## config.mk

```make
export PLATFORM = sky130hd
export DESIGN_NAME = bist_ctrl
export DESIGN_NICKNAME = d
export VERILOG_FILES = /design/src/rtl/prbs_chk_pkg.sv /design/src/rtl/bist_ctrl.sv
export SDC_FILE = /design/constraint.sdc
export NUM_CORES = 1
export LEC_CHECK = 0
export BUFFER_PORTS_ARGS = -buffer_cell sky130_fd_sc_hd__buf_4
export CAP_MARGIN = 10
export CORE_UTILIZATION = 45
export CTS_BUF_LIST = sky130_fd_sc_hd__clkbuf_16
export DETAILED_ROUTE_END_ITERATION = 7
export PLACE_DENSITY = 0.79
export SLEW_MARGIN = 20
export SYNTH_ARGS = -nofsm -noshare
export SYNTH_HDL_FRONTEND = slang
export SYNTH_SLANG_ARGS = --single-unit
```

## constraint.sdc

```tcl
create_clock -name clk_i -period 1.6 [get_ports clk_i]
set_input_delay 0.32 -clock clk_i [delete_from_list [all_inputs] [get_ports clk_i]]
set_output_delay 0.32 -clock clk_i [all_outputs]
set_load 0.02 [all_outputs]
```

## src/rtl/prbs_chk_pkg.sv

```systemverilog
package prbs_chk_pkg;

    localparam int LFSR_W = 7;
    localparam int PAY_W  = 24;

    typedef logic [LFSR_W-1:0] lfsr_t;
    typedef logic [PAY_W-1:0]  payload_t;

    typedef struct packed {
        payload_t bits;
        lfsr_t    next;
    } pat_t;

    typedef struct packed {
        logic load_seed;
        logic compare;
    } ctl_t;

    // Run the x^7 + x^6 + 1 register PAY_W steps; first output bit lands in the MSB
    function automatic pat_t prbs_expand(lfsr_t s);
        pat_t r;
        lfsr_t st;
        logic nb;
        st = s;
        r.bits = '0;
        for (int i = 0; i < PAY_W; i++) begin
            nb = st[6] ^ st[5];
            st = {st[5:0], nb};
            r.bits[PAY_W-1-i] = nb;
        end
        r.next = st;
        return r;
    endfunction

endpackage

```

## src/rtl/bist_ctrl.sv

```systemverilog
module bist_ctrl
    import prbs_chk_pkg::*;
#(
    parameter int CNT_W = 16
) (
    input  logic             clk_i,
    input  logic             rst_i,
    input  logic             pdn_i,
    input  logic             bist_en_i,
    input  logic             valid_i,
    input  logic             mismatch_i,
    output ctl_t             ctl_o,
    output logic             run_o,
    output logic             err_o,
    output logic             fail_o,
    output logic [CNT_W-1:0] cnt_o
);
    localparam logic [CNT_W-1:0] CNT_MAX = '1;

    logic             run_q, seeded_q, err_q, fail_q;
    logic [CNT_W-1:0] cnt_q;
    logic             start, seeded_eff, clr;

    always_comb begin
        clr               = rst_i | pdn_i;
        start             = bist_en_i & ~run_q;
        seeded_eff        = seeded_q & ~start;
        ctl_o.load_seed   = bist_en_i & valid_i & ~seeded_eff;
        ctl_o.compare     = bist_en_i & valid_i & seeded_eff;
    end

    always_ff @(posedge clk_i) begin
        if (clr) begin
            run_q    <= 1'b0;
            seeded_q <= 1'b0;
            err_q    <= 1'b0;
            fail_q   <= 1'b0;
            cnt_q    <= '0;
        end else begin
            run_q    <= bist_en_i;
            seeded_q <= bist_en_i & (seeded_eff | valid_i);
            err_q    <= ctl_o.compare & mismatch_i;
            if (start) begin
                fail_q <= 1'b0;
                cnt_q  <= '0;
            end
            if (ctl_o.compare && mismatch_i) begin
                fail_q <= 1'b1;
                if (cnt_q != CNT_MAX) cnt_q <= cnt_q + 1'b1;
            end
        end
    end

    assign run_o  = run_q;
    assign err_o  = err_q;
    assign fail_o = fail_q;
    assign cnt_o  = cnt_q;

    assert_err_in_run_R9: assert property (@(posedge clk_i) disable iff (clr)
        err_q |-> run_q);

    assert_fail_sticky_R5: assert property (@(posedge clk_i) disable iff (clr)
        err_q |-> fail_q);

    assert_hold_idle_R6: assert property (@(posedge clk_i) disable iff (clr)
        (!bist_en_i && !run_q) |=> ($stable(fail_q) && $stable(cnt_q)));

    assert_clear_on_start_R8: assert property (@(posedge clk_i) disable iff (clr)
        $rose(run_q) |-> (cnt_q == '0 && !fail_q));

    assert_cnt_sat_R8: assert property (@(posedge clk_i) disable iff (clr)
        (run_q && cnt_q == CNT_MAX) |=> (cnt_q == CNT_MAX || !run_q || $rose(run_q)));

    assert_one_per_payload_R3: assert property (@(posedge clk_i) disable iff (clr)
        (run_q && bist_en_i && ctl_o.compare && mismatch_i && cnt_q != CNT_MAX)
            |=> (cnt_q == $past(cnt_q) + 1'b1));

    assert_seed_no_err_R2: assert property (@(posedge clk_i) disable iff (clr)
        ctl_o.load_seed |=> !err_q);

endmodule

```

==> impl_metrics.env <==
export IMPL_ctsHoldBuffers=0
export IMPL_clk_latency_ns=0.25
export IMPL_detail_route_wl_per_cell_um=13.8
export IMPL_critPathArrivalTime_ns=1.70
export IMPL_multi_input_area_sq_um=608
export IMPL_synth_top_cell_area_share_pct=39.9
export IMPL_synth_nets=126
export IMPL_yosys_warnings=0
export IMPL_drt_wl_total_um=2690
export IMPL_path_class="reg -> reg"
export IMPL_syn_area_per_cell_sq_um=8.43
export IMPL_synth_edf_count=0
export IMPL_cts_sinks=20
export IMPL_cts_buffer_depth=2
export IMPL_syn_area_sq_um=1000
export IMPL_async_reset_ff_share_pct=0
export IMPL_die_width_um=49.2
export IMPL_cts_htree_levels=1
export IMPL_design_core_area_sq_um=2020
export IMPL_final_core_util_pct=74.1
export IMPL_status="completed"
export IMPL_drv_cap=0
export IMPL_tightest_slew_ns=0.299
export IMPL_fmax_mhz=640
export IMPL_finalNetCount=176
export IMPL_synth_xor_area_share_pct=3.49
export IMPL_endpoint_kind="flip-flop"
export IMPL_synth_seq_cells=20
export IMPL_start_util_pct=49.6
export IMPL_p_clk_share_pct=48.3
export IMPL_worst_endpoint_required_ns=1.74
export IMPL_drc=0
export IMPL_synthCells=119
export IMPL_synth_compound_area_share_pct=17.7
export IMPL_grt_pass1_wl_um=4420
export IMPL_fillerInstances=148
export IMPL_tns_ns=0
export IMPL_antenna_found_initial=0
export IMPL_grt_max_degree=12
export IMPL_p_int_mw=0.851
export IMPL_switching_share_pct=19.0
export IMPL_diodes=0
export IMPL_synth_top_family_by_area="simple AND/OR/NAND/NOR gates"
export IMPL_dp_hpwl_um=1960
export IMPL_port_buffers=26
export IMPL_ios=27
export IMPL_fin_crit_sh_pct=97.6
export IMPL_avgViaCountPerCell=5.54
export IMPL_clk_pin_slew_ns=0.06
export IMPL_rows=16
export IMPL_chipHeight_um=49.2
export IMPL_ys_seq_area_share_pct=39.9
export IMPL_ff_latch_area_sq_um=409
export IMPL_synthTopCellsByArea="dfxtp_1 40%, nand2_1 6.4%, nand3_1 6.0%, o21ai_0 5.0%, a21oi_1 4.5%"
export IMPL_critPathMaxFanout=4
export IMPL_first_global_vias=1062
export IMPL_ant_nets=0
export IMPL_cts_tree="yes"
export IMPL_power_mw=1.05
export IMPL_ys_types=34
export IMPL_dr_pass1_iters=4
export IMPL_track_usage_pct=23.5
export IMPL_cts_buffers_inserted=3
export IMPL_num_vias=1081
export IMPL_synth_fa_ha_area_share_pct=1.25
export IMPL_final_hold_viol_count=0
export IMPL_dieArea_sq_um=2420
export IMPL_synth_simple_area_share_pct=31.5
export IMPL_power_switching_mw=0.199
export IMPL_setup_slack_ns=0.0386
export IMPL_grt_ovfl_total=0
export IMPL_preCtsSetupSlack_ns=0.0369
export IMPL_drv_slew=0
export IMPL_fin_skew_ns=0.00489
export IMPL_synthToLayoutAreaGrowth_pct=49.3
export IMPL_synth_top_cell_by_area="dfxtp_1"
export IMPL_maxSlewHeadroom_pct=79.9
export IMPL_seqPwrFrac_pct=47.5
export IMPL_p_per_area_nw_per_um2=701
export IMPL_final_min_clock_period_ns=1.56
export IMPL_worstSetupStartpointType="flip-flop"
export IMPL_root_buffer="clkbuf_16"
export IMPL_drive_above_1_share_pct=39.3
export IMPL_power_frac_comb_pct=4.3
export IMPL_p_leak_nw=0.620
export IMPL_synthMuxAreaShare_pct=2.99
export IMPL_drtIter0Drc=18
export IMPL_synthFlopType="dfxtp_1"
export IMPL_vdd_drop_max_mv=0.672
export IMPL_worstHoldPathType="in -> reg"
export IMPL_setup_violations=0
export IMPL_place_congestion=0.833
-- critical path, stage by stage (launching register included) --
cell     delay (ns)
dfxtp_4        0.36
ha_4           0.13
and4_4         0.22
and3_4         0.22
a21oi_2        0.07
buf_4          0.15
a21o_1         0.15
a21o_1         0.16
-- power groups by stage --
stage / registers (mW) / clock network, mW / logic (mW)
after floorplan: 0.510 / 0 / 0.0185
after global placement: 0.509 / 0 / 0.0418
after detailed placement: 0.509 / 0 / 0.0434
after CTS: 0.498 / 0.515 / 0.0437
after global routing: 0.499 / 0.538 / 0.0493
final: 0.499 / 0.507 / 0.0451
-- layout by cell type (no fill, tap or decap) --
cell type,Yosys,layout
buf_4,0,47
nand2_1,17,17
dfxtp_1,20,17
nand3_1,12,11
a21oi_1,9,9
o21ai_0,10,8
inv_1,4,5
nor2_1,4,4
and4_4,2,3
and3_4,1,3
xor2_1,3,3
or3_1,3,3
mux2i_1,3,3
nand4_1,3,3
clkbuf_16,0,3
nand3_2,1,2
and2_1,2,2
o21ai_1,0,2
a21o_1,2,2
nor3_1,2,2
o31ai_1,2,2
dfxtp_4,0,2
a21o_4,1,1
nand2b_1,1,1
and3_1,3,1
nand4b_1,1,1
o22ai_4,0,1
a21oi_2,1,1
o311ai_1,1,1
nor3b_1,1,1
nor2b_1,1,1
a21boi_0,1,1
nor4_1,1,1
xnor2_1,1,1
and4_2,2,1
ha_4,0,1
dfxtp_2,0,1
-- metal layers --
| metal | global-route usage, % | vias up | share of wire (%) |
|---|---|---|---|
| met5 | 0 | - | 0 |
| met4 | 12.3 | 0 | 1.3 |
| met3 | 3.12 | 4 | 4.5 |
| met2 | 41.6 | 43 | 52 |
| met1 | 27.1 | 502 | 42 |
| li1 | - | 532 | - |
-- Yosys cell counts (all sizes together) (2+ instances only) --
| cell | instances |
|---|---|
| nand4 | 3 |
| nor2 | 4 |
| and4 | 4 |
| a21o | 3 |
| xor2 | 3 |
| nor3 | 2 |
| nand2 | 17 |
| or3 | 3 |
| and3 | 4 |
| mux2i | 3 |
| inv | 4 |
| and2 | 2 |
| nand3 | 13 |
| o21ai | 10 |
| a21oi | 10 |
| dfxtp | 20 |
| buf | 2 |
| o31ai | 2 |
-- flip-flops by register name, indices dropped and copies added, names as in the netlist --
| register | flops |
|---|---|
| err_o | 1 |
| seeded_q | 1 |
| run_o | 1 |
| fail_o | 1 |
| cnt_o | 16 |
-- layout make-up --
cell class | instances | area share [%]
inverters | 4 | 1.00
multi-input cells | 93 | 40.6
clock inverters | 1 | 0.251
well taps | 27 | 2.26
clock buffers | 3 | 5.01
flip-flops and latches | 20 | 27.3
repair buffers | 47 | 23.6
-- stage by stage --
stage	cell area, sq um	instances	hold WS [ns]
floorplan	1020	119	0.456
global placement	1380	189	0.459
detailed placement	1380	189	0.467
CTS	1460	193	0.319
global route	1500	195	0.328
finish	1500	195	0.319
-- worst paths after layout --
kind | from | cells past startpoint | slack (ns) | endpoint
setup / recovery | cnt_o[1] | 7 | 0.04 | cnt_o[14]
hold / removal | valid_i | 3 | 0.32 | seeded_q
setup reg to reg | cnt_o[1] | 7 | 0.04 | cnt_o[14]
hold reg to reg | fail_o | 2 | 0.47 | fail_o
-- cell families after synthesis --
group | after synthesis
simple gates | 57
compound gates | 28
flops | 20
buf+inv | 6
xor+xnor | 4
mux | 3
fa+ha+maj | 1
-- repair_timing --
action	4_1_cts	5_1_grt
buffers inserted	0	2
endpoints found under the hold margin	0	0
resized for setup	0	6
setup endpoints to repair	0	8
(Power assumes the default switching activity.)
